===== config.mk =====
export PLATFORM = sky130hd
export DESIGN_NAME = fsync_gen
export DESIGN_NICKNAME = d
export VERILOG_FILES = /design/src/rtl/fsync_pkg.sv /design/src/rtl/fsync_period_timer.sv /design/src/rtl/fsync_shape.sv /design/src/rtl/fsync_edge_det.sv /design/src/rtl/fsync_gen.sv
export SDC_FILE = /design/constraint.sdc
export NUM_CORES = 1
export LEC_CHECK = 0
export BUFFER_PORTS_ARGS = -buffer_cell sky130_fd_sc_hd__buf_4
export CORE_MARGIN = 4
export CORE_UTILIZATION = 49
export CTS_CLUSTER_SIZE = 14
export DETAILED_ROUTE_END_ITERATION = 10
export MAX_ROUTING_LAYER = met4
export PLACE_DENSITY = 0.71
export SLEW_MARGIN = 10
export SYNTH_ARGS = -nofsm -noshare
export SYNTH_HDL_FRONTEND = slang
export SYNTH_SLANG_ARGS = --single-unit

===== constraint.sdc =====
create_clock -name clk -period 1.82 [get_ports clk]
set_clock_uncertainty 0.2 [all_clocks]
set_input_delay 0.364 -clock clk [delete_from_list [all_inputs] [get_ports clk]]
set_output_delay 0.364 -clock clk [all_outputs]
set_load 0.02 [all_outputs]

===== src/rtl/fsync_pkg.sv =====
package fsync_pkg;

  localparam logic [2:0] SHAPE_OFF   = 3'd0;
  localparam logic [2:0] SHAPE_NEG   = 3'd1;
  localparam logic [2:0] SHAPE_POS   = 3'd2;
  localparam logic [2:0] SHAPE_LOW   = 3'd3;
  localparam logic [2:0] SHAPE_HIGH  = 3'd4;
  localparam logic [2:0] SHAPE_TOG   = 3'd5;

  // True when the shape code owns the pin.
  function automatic logic shape_drives(logic [2:0] m);
    return (m >= SHAPE_NEG) && (m <= SHAPE_TOG);
  endfunction

  // True for the two counted pulse shapes.
  function automatic logic shape_is_pulse(logic [2:0] m);
    return (m == SHAPE_NEG) || (m == SHAPE_POS);
  endfunction

  // Resting level of each shape; the toggle shape rests at its stored state.
  function automatic logic shape_idle(logic [2:0] m, logic tog);
    logic r;
    case (m)
      SHAPE_NEG, SHAPE_LOW: r = 1'b1;
      SHAPE_TOG:            r = tog;
      default:              r = 1'b0;
    endcase
    return r;
  endfunction

endpackage


===== src/rtl/fsync_period_timer.sv =====
module fsync_period_timer #(
  parameter int PER_W = 8
) (
  input  logic             clk,
  input  logic             rst,
  input  logic             en,
  input  logic [PER_W-1:0] period,
  output logic             frame_start
);
  localparam int CNT_W = PER_W + 1;

  logic [CNT_W-1:0] cnt;
  logic [CNT_W-1:0] last;
  logic             running;

  // Frame length 2*(P+1) edges, so the wrap value is 2P+1.
  assign last    = {period, 1'b1};
  assign running = en && (period != '0);

  always_ff @(posedge clk) begin
    if (rst || !running) begin
      cnt         <= '0;
      frame_start <= 1'b0;
    end else if (cnt >= last) begin
      cnt         <= '0;
      frame_start <= 1'b1;
    end else begin
      cnt         <= cnt + CNT_W'(1);
      frame_start <= 1'b0;
    end
  end

  assert_off_no_start_R7: assert property (@(posedge clk) disable iff (rst)
    ((period == '0) || !en) |=> !frame_start);

  assert_single_pulse_R8: assert property (@(posedge clk) disable iff (rst)
    frame_start |=> !frame_start);

endmodule


===== src/rtl/fsync_shape.sv =====
module fsync_shape
  import fsync_pkg::*;
#(
  parameter int LEN_W = 8
) (
  input  logic             clk,
  input  logic             rst,
  input  logic             en,
  input  logic [2:0]       mode,
  input  logic [LEN_W-1:0] len,
  input  logic             trig,
  input  logic             xfer_end,
  output logic             fs_q,
  output logic             oe_q
);
  logic             active;
  logic [LEN_W-1:0] rem;
  logic             tog;
  logic             idle_lvl;

  assign idle_lvl = shape_idle(mode, tog);

  always_ff @(posedge clk) begin
    if (rst || !en) begin
      active <= 1'b0;
      rem    <= '0;
      tog    <= 1'b0;
      fs_q   <= shape_idle(mode, 1'b0);
      oe_q   <= shape_drives(mode);
    end else begin
      oe_q <= shape_drives(mode);
      case (mode)
        SHAPE_NEG, SHAPE_POS: begin
          if (trig) begin
            active <= 1'b1;
            rem    <= len;
            fs_q   <= ~idle_lvl;
          end else if (active && (rem != '0)) begin
            rem  <= rem - LEN_W'(1);
            fs_q <= ~idle_lvl;
          end else begin
            active <= 1'b0;
            fs_q   <= idle_lvl;
          end
        end
        SHAPE_LOW, SHAPE_HIGH: begin
          if (trig) begin
            active <= 1'b1;
            fs_q   <= ~idle_lvl;
          end else if (xfer_end) begin
            active <= 1'b0;
            fs_q   <= idle_lvl;
          end else begin
            fs_q <= active ? ~idle_lvl : idle_lvl;
          end
        end
        SHAPE_TOG: begin
          if (trig) begin
            tog  <= ~tog;
            fs_q <= ~tog;
          end else begin
            fs_q <= tog;
          end
        end
        default: begin
          active <= 1'b0;
          rem    <= '0;
          fs_q   <= 1'b0;
        end
      endcase
    end
  end

  assert_undriven_R1: assert property (@(posedge clk) disable iff (rst)
    !shape_drives(mode) |=> (!oe_q && !fs_q));

  assert_neg_hold_R2: assert property (@(posedge clk) disable iff (rst)
    (en && mode == SHAPE_NEG && active && rem != '0 && !trig) |=> !fs_q);

  assert_pos_hold_R3: assert property (@(posedge clk) disable iff (rst)
    (en && mode == SHAPE_POS && active && rem != '0 && !trig) |=> fs_q);

  assert_low_hold_R5: assert property (@(posedge clk) disable iff (rst)
    (en && mode == SHAPE_LOW && active && !trig && !xfer_end) |=> !fs_q);

  assert_toggle_flip_R6: assert property (@(posedge clk) disable iff (rst)
    (en && mode == SHAPE_TOG && trig && $past(en && mode == SHAPE_TOG))
      |=> (fs_q != $past(fs_q)));

  assert_disable_idle_R11: assert property (@(posedge clk) disable iff (rst)
    (!en && mode == SHAPE_NEG) |=> fs_q);

endmodule


===== src/rtl/fsync_edge_det.sv =====
module fsync_edge_det #(
  parameter int SYNC_STAGES = 2
) (
  input  logic clk,
  input  logic rst,
  input  logic pin_in,
  input  logic edge_sel,
  output logic edge_hit
);
  logic [SYNC_STAGES-1:0] chain;

  always_ff @(posedge clk) begin
    if (rst) chain[0] <= 1'b0;
    else     chain[0] <= pin_in;
  end

  for (genvar i = 1; i < SYNC_STAGES; i++) begin : g_sync
    always_ff @(posedge clk) begin
      if (rst) chain[i] <= 1'b0;
      else     chain[i] <= chain[i-1];
    end
  end

  logic newer, older;
  assign newer = chain[SYNC_STAGES-2];
  assign older = chain[SYNC_STAGES-1];

  always_ff @(posedge clk) begin
    if (rst) edge_hit <= 1'b0;
    else     edge_hit <= edge_sel ? (older & ~newer) : (~older & newer);
  end

  assert_hit_needs_change_R10: assert property (@(posedge clk) disable iff (rst)
    (newer == older) |=> !edge_hit);

endmodule


===== src/rtl/fsync_gen.sv =====
module fsync_gen
  import fsync_pkg::*;
#(
  parameter int BASE_W      = 4,
  parameter int EXT_W       = 4,
  parameter int PER_W       = 8,
  parameter int SYNC_STAGES = 2
) (
  input  logic              clk,
  input  logic              rst,
  input  logic              en,
  input  logic [2:0]        mode,
  input  logic [BASE_W-1:0] len_base,
  input  logic [EXT_W-1:0]  len_ext,
  input  logic [PER_W-1:0]  period,
  input  logic              edge_sel,
  input  logic              fs_pin_in,
  input  logic              xfer_start,
  input  logic              xfer_end,
  input  logic              self_trig,
  output logic              fs_out,
  output logic              fs_oe,
  output logic              frame_start,
  output logic              edge_hit
);
  localparam int LEN_W = BASE_W + EXT_W;

  logic [LEN_W-1:0] len;
  logic             trig;

  assign len  = {len_ext, len_base};
  assign trig = xfer_start || (self_trig && frame_start);

  fsync_period_timer #(.PER_W(PER_W)) u_timer (
    .clk         (clk),
    .rst         (rst),
    .en          (en),
    .period      (period),
    .frame_start (frame_start)
  );

  fsync_shape #(.LEN_W(LEN_W)) u_shape (
    .clk      (clk),
    .rst      (rst),
    .en       (en),
    .mode     (mode),
    .len      (len),
    .trig     (trig),
    .xfer_end (xfer_end),
    .fs_q     (fs_out),
    .oe_q     (fs_oe)
  );

  fsync_edge_det #(.SYNC_STAGES(SYNC_STAGES)) u_edge (
    .clk      (clk),
    .rst      (rst),
    .pin_in   (fs_pin_in),
    .edge_sel (edge_sel),
    .edge_hit (edge_hit)
  );

  assert_self_trig_R9: assert property (@(posedge clk) disable iff (rst)
    (en && self_trig && frame_start && mode == SHAPE_POS) |=> fs_out);

endmodule


* Yosys cells after proc, flatten, opt, wreduce, memory -nomap -nowiden *
Cells that the tools add are included.

storage, ports and cells
  flip-flop bits (word level) = 25
  bits of input ports = 27
  output and inout bits = 4
  word-level logic and storage cells = 69

operators by class
  add/subtract/negate cells = 2
  $lt $le $gt $ge = 3
  eq/ne operators = 8
  muxes and demuxes = 20
  bitwise logic cells = 8
  reductions and logical operators = 18

operators with widths
  operator                                              count
  two-way mux 8 bit                                     2
  case mux 8 bit (2 select lines)                       1
  nonzero test 8 bit                                    2
  two-way mux 1 bit                                     14
  adder 9 x 1 -> 9 bit (second input constant)          1
  >= comparator 9 bit                                   1
  OR reduction 2 bit                                    4
  subtractor 8 x 1 -> 8 bit (second input constant)     1
  == test 3 x 2 -> 1 bit (second input constant)        2
  == test 3 bit (second input constant)                 2
  != test 3 bit (second input constant)                 2
  inverter 1 bit                                        6
  case mux 1 bit (3 select lines)                       2
  logical AND 1 bit                                     4
  == test 3 x 1 -> 1 bit (second input constant)        1
  >= comparator 3 x 1 -> 1 bit (second input constant)  1
  <= comparator 3 bit (second input constant)           1
  logical OR 1 bit                                      3
  != test 3 x 2 -> 1 bit (second input constant)        1
  AND reduction 3 bit                                   1
  OR reduction 3 bit                                    1
  bitwise AND 1 bit                                     2
  zero test 1 bit                                       2
  case mux 1 bit (2 select lines)                       1
  AND reduction 2 bit                                   1

* Longest topological paths before layout *
Gate-level depths: netlist of run 1.

  depth after elaboration = 9
  depth in mapped cells = 7
  mapped depth without buffers = 7

* By module *
From an unflattened synthesis of run 1, not the netlist that was laid out.

unflattened totals
  cell total of the unflattened synthesis = 191
  area total of the unflattened synthesis = 1654.1 um^2

modules (own cells, without submodules)
  module              instances  cells an instance  area each (um^2)  sequential area each (um^2)
  fsync_shape         1          113                925.9             240.2
  fsync_period_timer  1          69                 623.1             200.2
  fsync_edge_det      1          8                  97.6              60.1
  fsync_gen           1          1                  7.5               0.0

* Worst setup path before layout of run 1 *
OpenSTA, ideal clock, no wires.

  path type = input to register
  start = in period[0]
  end = reg u_timer.frame_start
  library setup time = 0.137 ns
  arrival time = 1.498 ns
  data required time = 1.483 ns
  setup slack = -0.016 ns
  stages = 7
  path buffers = 0
  cell sequence = inv_1 ha_1 a21o_1 a21o_1 a31oi_1 o21ai_1 nor2b_1

on the way
  longest elaborated chain between the ends = 4
  elaborated cells between the ends (all ways) = 6
  classes of those cells = order compare (1); mux (1); reduce/logical (4)

ends and longest elaborated chain
  item                                                                         line                      RTL
  from (decl)                                                                  fsync_gen.sv:15           input logic [PER_W-1:0] period,
  parallel branches: the longest is 4 deep, another holds >= comparator 9 bit  n/a
  to (signal assigned)                                                         fsync_period_timer.sv:23  frame_start <= 1'b0;
  to (signal assigned)                                                         fsync_period_timer.sv:26  frame_start <= 1'b1;
  to (signal assigned)                                                         fsync_period_timer.sv:29  frame_start <= 1'b0;
  to (decl)                                                                    fsync_period_timer.sv:8   output logic frame_start

Parallel ways; which one is timed is not known.
A chain may end at the register's enable or synchronous reset.

* Worst setup path in the final report of run 1 *
  start = reg u_shape.rem[5]
  end = reg u_shape.rem[4]

on the way
  longest elaborated chain between the ends = 4

ends and longest elaborated chain
  item                                     line               RTL
  from (decl)                              fsync_shape.sv:17  logic [LEN_W-1:0] rem;
  from (signal assigned)                   fsync_shape.sv:36  rem <= len;
  from (signal assigned)                   fsync_shape.sv:39  rem <= rem - LEN_W'(1);
  nonzero test 8 bit                       fsync_shape.sv:38  end else if (active && (rem != '0)) begin
  logical AND 1 bit                        fsync_shape.sv:38
  != test 3 x 2 -> 1 bit (no source line)  n/a
  AND reduction 2 bit (no source line)     n/a

Every way passes these cells.

==> metrics, run 1 <==
max frequency 557.7 MHz; clock insertion delay at the later pin of the skew report 0.32 ns; placed cell count 283; ANT cells 0; Final period util 0.9853; First DRT Iteration DRCs 107; Reg with most FFs u_timer.cnt; sequential-to-total area share from yosys stat 0.3226; vias in the first global route 1551; RSZ-0062 raised after global routing yes; # setup viols final 0; setup_tns 0 ns; Post-synth EDFFs 0; Area growth syn-to-layout 45.40%; Hold Vio Cnt, Final 0; PD cells 497.9 nW/um^2; Final Max Slew Viols 0; Rel. slew slack 0.4011; Leak 0.9786 nW; hpwl dp 2.958 mm; initial antenna violation count 0; floorplan core area 3053 um^2; CTS clk-pin slew, worst paths 0.15 ns; largest net degree at the start of global routing 15; Yosys cell types 40; Initial Util 0.5082; first-pass GRT wire length 6.796 mm; grt total ovfl 0; die span in x 64.27 um; CP Launch Type flop; Main synth FF type dfxtp_1; most frequent cells in the layout buf_4, nor2_1, dfxtp_1; cts bufs inserted 3; synth warn 0; endpoint class of the critical path flop; Vias 1563; total power 1.123 mW; DR vias/cell 5.280; Post-layout nets 291; status complete, no violations; Synthesized Nets 225; kind of critical path flop to flop; worst slew pin tran 0.8923 ns; average wire per standard cell 13.64 um; fin cells 296; CTS sink cnt 25; clock buffer depth 2; Post-Syn Instances 187; die area 4131 um^2; most common library cell in the layout ignoring fill and taps buf_4; Async SR Flop Fraction 0; Crit Path Max Fanout 7; syn avg cell area 8.297 um^2; Min-Delay Path Class primary input to flop; Yosys reg bits 25; DRT Pass-1 Iters 4; Remaining DRCs 0; max FFs per register 9; Antenna Nets Post-Route 0; Worst EP required 1.85 ns; Post-Syn Area 1551 um^2; TritonCTS clock tree yes; Detailed Route WL 4.038 mm; biggest registers after layout u_timer.cnt: 9 flops, u_shape.rem: 8 flops; arrival time worst endpoint 1.82 ns; die height 64.27 um; clock root cell clkbuf_4; share of cells above drive strength 1 0.4206; gr usage total 0.2051; post-layout min period 1.793 ns; # rows 20; depth of the CTS H-tree 1; routability congestion estimate 0.8849; port buffer count 30; Max Cap Viol 0; maximum VDD drop 0.3156 mV; I/O pin count 31
[layout make-up]
type	count	area, um^2
clock buffer	3	22.52
clock inverter	1	5.005
fill	244	797.0
inverter	12	45.04
multi-input combinational	146	1114
sequential	25	510.5
tap	44	55.05
timing repair buffer	65	504.2
[worst max-delay path, cell delays in order, from the launching register on]
cell and delay (ns):
dfxtp_2 0.35, nor4_2 0.27, buf_4 0.17, a31oi_4 0.10
o31ai_4 0.19, buf_6 0.16, buf_6 0.13, nand3_2 0.07
o41ai_2 0.06
[where the power goes]
| group | switching, mW | leakage [nW] | total (mW) | internal [mW] |
|---|---|---|---|---|
| sequential | 0.00951 | 0.207 | 0.572 | 0.563 |
| combinational | 0.142 | 0.754 | 0.294 | 0.152 |
| clock | 0.175 | 0.0177 | 0.257 | 0.0823 |
[timing repair]
action,CTS,global route
buffers inserted,5,1
hold buffers,1,1
endpoints found under the hold margin,1,1
pin swaps,6,11
endpoints found under the setup margin,8,17
gates cloned,0,1
resized for setup,17,20
[logic make-up after synthesis]
family / after synthesis / share of synthesized area
and+or+nand+nor: 82 / 0.2661
AOI/OAI and AO/OA: 37 / 0.1726
DFF: 25 / 0.3226
buffers and inverters: 17 / 0.06532
xor gates and xnor gates: 15 / 0.08468
adders and majority gates: 11 / 0.08871
[routing by layer]
metal	GRT usage	part of all wire
met1	0.2347	0.43
met2	0.3750	0.53
met3	0.03515	0.027
met4	0.03958	0.0074
met5	-	0
[cells in the mapped netlist, types with 2 or more instances]
| library cell | number | area, um^2 |
|---|---|---|
| o41ai_1 | 3 | 26.28 |
| nor3b_1 | 2 | 15.01 |
| o21ai_0 | 3 | 15.01 |
| o31a_1 | 2 | 17.52 |
| a21oi_1 | 9 | 45.04 |
| xor2_1 | 6 | 52.55 |
| nor3_1 | 12 | 60.06 |
| a31oi_1 | 2 | 12.51 |
| nand3_1 | 14 | 70.07 |
| inv_1 | 12 | 45.04 |
| xnor2_1 | 9 | 78.83 |
| dfxtp_1 | 25 | 500.5 |
| a21o_1 | 3 | 22.52 |
| nor2b_1 | 6 | 37.54 |
| o31ai_1 | 3 | 22.52 |
| o211ai_1 | 2 | 15.01 |
| or3_1 | 2 | 12.51 |
| nor2_1 | 20 | 75.07 |
| ha_1 | 11 | 137.6 |
| clkbuf_8 | 3 | 41.29 |
| nand4_1 | 2 | 12.51 |
| nand2_1 | 16 | 60.06 |
| o21ai_1 | 3 | 15.01 |
[per-stage QoR]
stage	area (um^2)	utilization	hold WS, ns	worst slack [ns]
after floorplan	1555	-	0.2331	0.03537
after global routing	2256	0.7389	0.003445	-0.03368
after global placement	1982	0.6492	0.2523	-0.1255
after detailed placement	1982	0.6492	0.2627	-0.1692
final	2256	0.7389	0.008557	0.02684
after CTS	2133	0.6988	0.00005040	0.0009234
[path summary, 6_finish.rpt]
| kind | from | to | slack (ns) | depth (start not counted) |
|---|---|---|---|---|
| max | u_shape.rem[5]$_SDFFE_PP0P_ | u_shape.rem[4]$_SDFFE_PP0P_ | 0.03 | 8 |
| min | rst | u_edge.newer$_SDFF_PP0_ | 0.009 | 2 |
| min reg2reg | u_edge.older$_SDFF_PP0_ | u_edge.edge_hit$_SDFF_PP0_ | 0.28 | 2 |
| max reg2reg | u_shape.rem[5]$_SDFFE_PP0P_ | u_shape.rem[4]$_SDFFE_PP0P_ | 0.03 | 8 |
No activity file was read; power rests on OpenSTA's default activity.
==> inputs of run 2 (changes only) <==
CORE_ASPECT_RATIO = 1.2   (was default)
==> run 2 against run 1 <==
The flow now finishes with violations (setup timing); combinational power is 5% higher; global-route usage fell by 0.56 points; die area hardly changed; clock-buffer cell count unchanged; hold slack improved by 0.0080 ns; maximum frequency fell by 1.6%; first-iteration DRC count down 64%; non-clock buffer count down 7; design area is 0.39% higher; power rose by 0.50%; sequential cell count unchanged; critical endpoint is now u_shape.rem[3]$_SDFFE_PP0P_.
==> metrics, run 2 (synthesis gave the netlist of run 1 again) <==
gr usage total 0.1995 (-0.005573); Max Cap Viol 0 (unchanged); Reg with most FFs u_timer.cnt; hpwl dp 2.864 mm (-3.2%); Final period util 1.002 (+0.01630); FF-to-FF End u_shape.rem[3]$_SDFFE_PP0P_; clock root cell clkbuf_4; worst slew pin tran 1.000 ns (+0.1080 ns); Antenna Nets Post-Route 0 (unchanged); floorplan core area 3055 um^2 (about the same); Initial Util 0.5078 (about the same); worst hold start rst; most frequent cells in the layout buf_4, nor2_1, dfxtp_1; Final WS setup -0.002824 ns (-0.02966 ns); biggest registers after layout u_timer.cnt: 9 flops, u_shape.rem: 8 flops; Hold Vio Cnt, Final 0 (unchanged); # rows 22 (+10%); Worst EP required 1.86 ns (about the same); RSZ-0062 raised after global routing yes; routability congestion estimate 0.8447 (-4.5%); DRT Pass-1 Iters 4 (unchanged); vias in the first global route 1638 (+5.6%); TritonCTS clock tree yes; Leak 0.9683 nW (-1.1%); grt total ovfl 0 (unchanged); Vias 1567 (+0.26%); average wire per standard cell 14.17 um (+3.9%); clock insertion delay at the later pin of the skew report 0.31 ns (about the same); Crit Path Max Fanout 6 (-1); Final Max Slew Viols 0 (unchanged); die area 4134 um^2 (about the same); # setup viols final 1 (+1); ANT cells 0 (unchanged); Min-Delay Path Class primary input to flop; depth of the CTS H-tree 1 (unchanged); first-pass GRT wire length 6.575 mm (-3.3%); Area growth syn-to-layout 45.97%; share of cells above drive strength 1 0.4245 (+0.003855); DR vias/cell 5.577 (+5.6%); die height 69.64 um (+8.4%); Rel. slew slack 0.3286 (-0.07250); WHS Path Cells 2 (unchanged); max frequency 548.6 MHz (-1.6%); Worst R2R Setup Slack -0.003 ns (-0.03 ns); max FFs per register 9 (unchanged); Detailed Route WL 3.982 mm (-1.4%); Post-layout nets 284 (-2.4%); r2r worst-path depth 8 (unchanged); PD cells 498.4 nW/um^2 (+0.11%); fin util 0.7412 (+0.002262); die span in x 59.37 um (-7.6%); R2R Path Start u_shape.rem[5]$_SDFFE_PP0P_; post-layout min period 1.823 ns (+0.02966 ns); cts bufs inserted 3 (unchanged); CTS clk-pin slew, worst paths 0.14 ns (about the same); port buffer count 30 (unchanged); arrival time worst endpoint 1.87 ns (+0.05 ns); kind of critical path flop to flop; worst slack, placed -0.2100 ns (-0.04084 ns); CP Launch Type flop; initial antenna violation count 0 (unchanged); endpoint class of the critical path flop; status complete, but fails checks; failing checks setup timing; Min-Delay Endpoint u_edge.edge_hit$_SDFF_PP0_; Placed Area 1954 um^2 (-1.4%); post-route cell area 2265 um^2 (+0.39%); largest net degree at the start of global routing 15 (unchanged); maximum VDD drop 0.3841 mV (+22%); CTS sink cnt 25 (unchanged); Remaining DRCs 0 (unchanged); I/O pin count 31 (unchanged); clock buffer depth 2 (unchanged); First DRT Iteration DRCs 38 (-64%); setup_tns -0.002824 ns (-0.002824 ns); most common library cell in the layout ignoring fill and taps buf_4
run 2: cell types whose count changed in the layout (fill, tap and decap cells not counted), moves of 2 or more:
cell | previous run | this run
o31ai_1 | 3 | 0
dlygate4sd3_1 | 2 | 0
buf_4 | 60 | 55
o31ai_2 | 0 | 3
buf_12 | 0 | 2
nand3_2 | 4 | 2
buf_6 | 3 | 0
run 2: repair_timing:
action                     in CTS  in global routing
pin swaps                       7                 11
setup endpoints to repair       8                 18
gates cloned                    1                  1
resized for setup              16                 24
hold buffers                    0                  0
setup buffers                   4                  0
run 2: worst max path at each step:
stage                                      startpoint  slack (ns)  cells after the start                             end
after floorplan                             period[0]        0.04                      7  u_timer.frame_start$_SDFF_PP0_
after global placement                      period[0]       -0.13                      8  u_timer.frame_start$_SDFF_PP0_
after detailed placement                      mode[1]       -0.21                      6     u_shape.rem[7]$_SDFFE_PP0P_
after CTS                 u_shape.rem[4]$_SDFFE_PP0P_       -0.02                      7     u_shape.rem[7]$_SDFFE_PP0P_
after global routing      u_shape.rem[5]$_SDFFE_PP0P_       -0.07                      8     u_shape.rem[3]$_SDFFE_PP0P_
final                     u_shape.rem[5]$_SDFFE_PP0P_      -0.003                      8     u_shape.rem[3]$_SDFFE_PP0P_
run 2: metrics by stage:
step,power (mW),std cells,hold slack (ns)
final,1.129,281,0.01652
after global placement,0.8195,271,0.2515
after CTS,1.122,280,0.001848
after global routing,1.192,281,0.002340
after floorplan,0.7197,187,0.2331
after detailed placement,0.8293,271,0.2631
run 2: final cells by class:
class | instances | area [um^2]
inverter | 12 | 45.04
multi-input combinational | 146 | 1156
fill | 221 | 790.8
clock buffer | 3 | 22.52
sequential | 25 | 510.5
tap | 36 | 45.04
timing repair buffer | 58 | 480.5
clock inverter | 1 | 5.005
run 2: power by group:
| group | internal [mW] | switching (mW) |
|---|---|---|
| combinational | 0.160 | 0.149 |
| clock | 0.0821 | 0.165 |
| sequential | 0.562 | 0.00992 |
| total | 0.804 | 0.324 |
run 2: layer usage:
| layer | up-vias | wire length, um | track usage |
|---|---|---|---|
| met5 | - | 0 | - |
| met4 | 0 | 85 | 0.08312 |
| met3 | 10 | 130 | 0.03538 |
| met2 | 34 | 2153 | 0.3390 |
| met1 | 749 | 1613 | 0.2217 |
| li1 | 774 | - | - |
run 2: worst max-delay path, stage by stage (launching register included):
cell	delay (ns)
dfxtp_2	0.35
nor4_2	0.26
buf_4	0.17
a31oi_4	0.10
o31ai_4	0.25
buf_12	0.16
buf_12	0.12
nand3_2	0.07
o31ai_2	0.06
==> inputs of run 3 (changes only) <==
CORE_UTILIZATION = 52   (was 49)
GPL_TIMING_DRIVEN = 0   (was default)
PLACE_DENSITY = 0.72   (was 0.71)
clock period = 2 ns   (was 1.82 ns; I/O delays follow)
==> run 3 against run 2 <==
The flow now finishes without violations; hold slack better by 0.024 ns; design area fell by 17%; sequential share of layout area rose by 4.0 points; maximum frequency decreased by 4.8%; non-clock buffer count shrank 21; critical endpoint is now u_shape.rem[4]$_SDFFE_PP0P_; highest routed layer unchanged.
==> metrics, run 3 (synthesis gave the netlist of run 1 again) <==
status complete, no violations; met3 routed wirelength 132 um (+1.5%); Hold WS 0.04072 ns (+0.02420 ns); arrival time worst endpoint 1.93 ns (+0.06 ns); floorplan core area 2838 um^2 (-7.1%); average wire per standard cell 12.93 um (-8.7%); maximum VDD drop 0.3488 mV (-9.2%); Worst EP required 2.02 ns (+0.16 ns); Post-layout nets 262 (-7.7%); setup_tns 0 ns (+0.002824 ns); PD cells 507.3 nW/um^2 (+1.8%); crit-path cells inv_1 > ha_1 > a31oi_4 > o31ai_4 > buf_4 > o41ai_1; multi-input logic area 974.7 um^2 (-16%); met2 WL post-DR 1.760 mm (-18%); gr usage total 0.1858 (-0.01376); fill count 268 (+21%); total power 0.9578 mW (-15%); first-pass GRT wire length 5.706 mm (-13%); Placed Area 1819 um^2 (-6.9%); # rows 21 (-4.5%); clock root cell clkbuf_4; clock insertion delay at the later pin of the skew report 0.32 ns (about the same); Max Cap Viol 0 (unchanged); Leak 0.8050 nW (-17%); uppermost layer routed met4; I/O pin count 31 (unchanged); port buffer count 30 (unchanged); routability congestion estimate 0.8676 (+2.7%); Rel. slew slack 0.5307 (+0.2021); most common library cell in the layout ignoring fill and taps buf_4; DR vias/cell 5.584 (+0.13%); post-layout min period 1.914 ns (+0.09121 ns); Top delay family on crit path compound AO/OA/AOI/OAI gates; Final Max Slew Viols 0 (unchanged); largest net degree at the start of global routing 15 (unchanged); initial antenna violation count 0 (unchanged); Crit Path Max Fanout 4 (-2); Final period util 0.9570 (-0.04454); max frequency 522.5 MHz (-4.8%); # setup viols final 0 (-1); Antenna Nets Post-Route 0 (unchanged); CTS sink cnt 25 (unchanged); grt total ovfl 0 (unchanged); worst slew pin tran 0.6992 ns (-0.3012 ns); CP Buf/Inv Count 2 (-1); Min-Delay Path Class primary input to flop; depth of the CTS H-tree 1 (unchanged); max FFs per register 9 (unchanged); die area 3925 um^2 (-5.1%); share of cells above drive strength 1 0.2287 (-0.1958); clock buffer depth 2 (unchanged); TritonCTS clock tree yes; post-route cell area 1888 um^2 (-17%); fin util 0.6653 (-0.07585); Detailed Route WL 3.324 mm (-17%); Remaining DRCs 0 (unchanged); CTS clk-pin slew, worst paths 0.14 ns (about the same); First DRT Iteration DRCs 56 (+47%); DRT Pass-1 Iters 4 (unchanged); kind of critical path flop to flop; Hold Vio Cnt, Final 0 (unchanged); die span in x 57.87 um (-2.5%); WL met1 1.418 mm (-12%); ANT cells 0 (unchanged); die height 67.84 um (-2.6%); cts hold-fix bufs 0 (unchanged); fin cells 257 (-8.5%); Initial Util 0.5467 (+0.03896); cts bufs inserted 3 (unchanged); Slowest-stage cell, CP dfxtp_1; CP Launch Type flop; Reg area 501.7 um^2 (-1.7%); Area growth syn-to-layout 21.69%; placed cell count 251 (-7.4%); Reg with most FFs u_timer.cnt; hpwl dp 2.604 mm (-9.1%); most frequent cells in the layout buf_4, dfxtp_1, nor2_1; endpoint class of the critical path flop; Final WS setup 0.08597 ns (+0.08879 ns); Vias 1435 (-8.4%); biggest registers after layout u_timer.cnt: 9 flops, u_shape.rem: 8 flops; vias in the first global route 1440 (-12%); critical path's largest stage delay 0.41 ns (+0.06 ns); worst slack, placed -0.1550 ns (+0.05507 ns)
## run 3: what timing repair did
action	4_1_cts	5_1_grt
resized for setup	0	5
setup endpoints to repair	0	17
setup buffers	0	2
## run 3: layer usage
layer / vias up / track usage
met5: - / -
met4: 0 / 0.07246
met3: 2 / 0.02264
met2: 33 / 0.3559
met1: 671 / 0.1917
li1: 729 / -
## run 3: layout make-up
class | instances | share of cell area
clock buffer | 3 | 0.01193
clock inverter | 1 | 0.002651
timing repair buffer | 32 | 0.1272
inverter | 12 | 0.02386
tap | 34 | 0.02253
sequential | 25 | 0.2657
multi-input combinational | 145 | 0.5162
buffer | 5 | 0.02982
## run 3: worst reg2reg max path, delay by kind of cell, from the launching register on
family	cells	cell delay (ns)
flip-flops	1	0.41
buffers and inverters	2	0.27
adder cells (fa/ha/maj)	1	0.24
AO/OA/AOI/OAI	3	0.69
## run 3: power breakdown
group	total [mW]	internal, mW	switching [mW]
Clock	0.229	0.0748	0.154
Sequential	0.522	0.511	0.0108
Combinational	0.207	0.104	0.103
## run 3: final timing paths
path	startpoint	to	slack [ns]	cells past startpoint
max	u_shape.rem[0]$_SDFFE_PP0P_	u_shape.rem[4]$_SDFFE_PP0P_	0.09	6
min	rst	u_edge.edge_hit$_SDFF_PP0_	0.04	2
max reg2reg	u_shape.rem[0]$_SDFFE_PP0P_	u_shape.rem[4]$_SDFFE_PP0P_	0.09	6
min reg2reg	u_edge.newer$_SDFF_PP0_	u_edge.older$_SDFF_PP0_	0.28	1
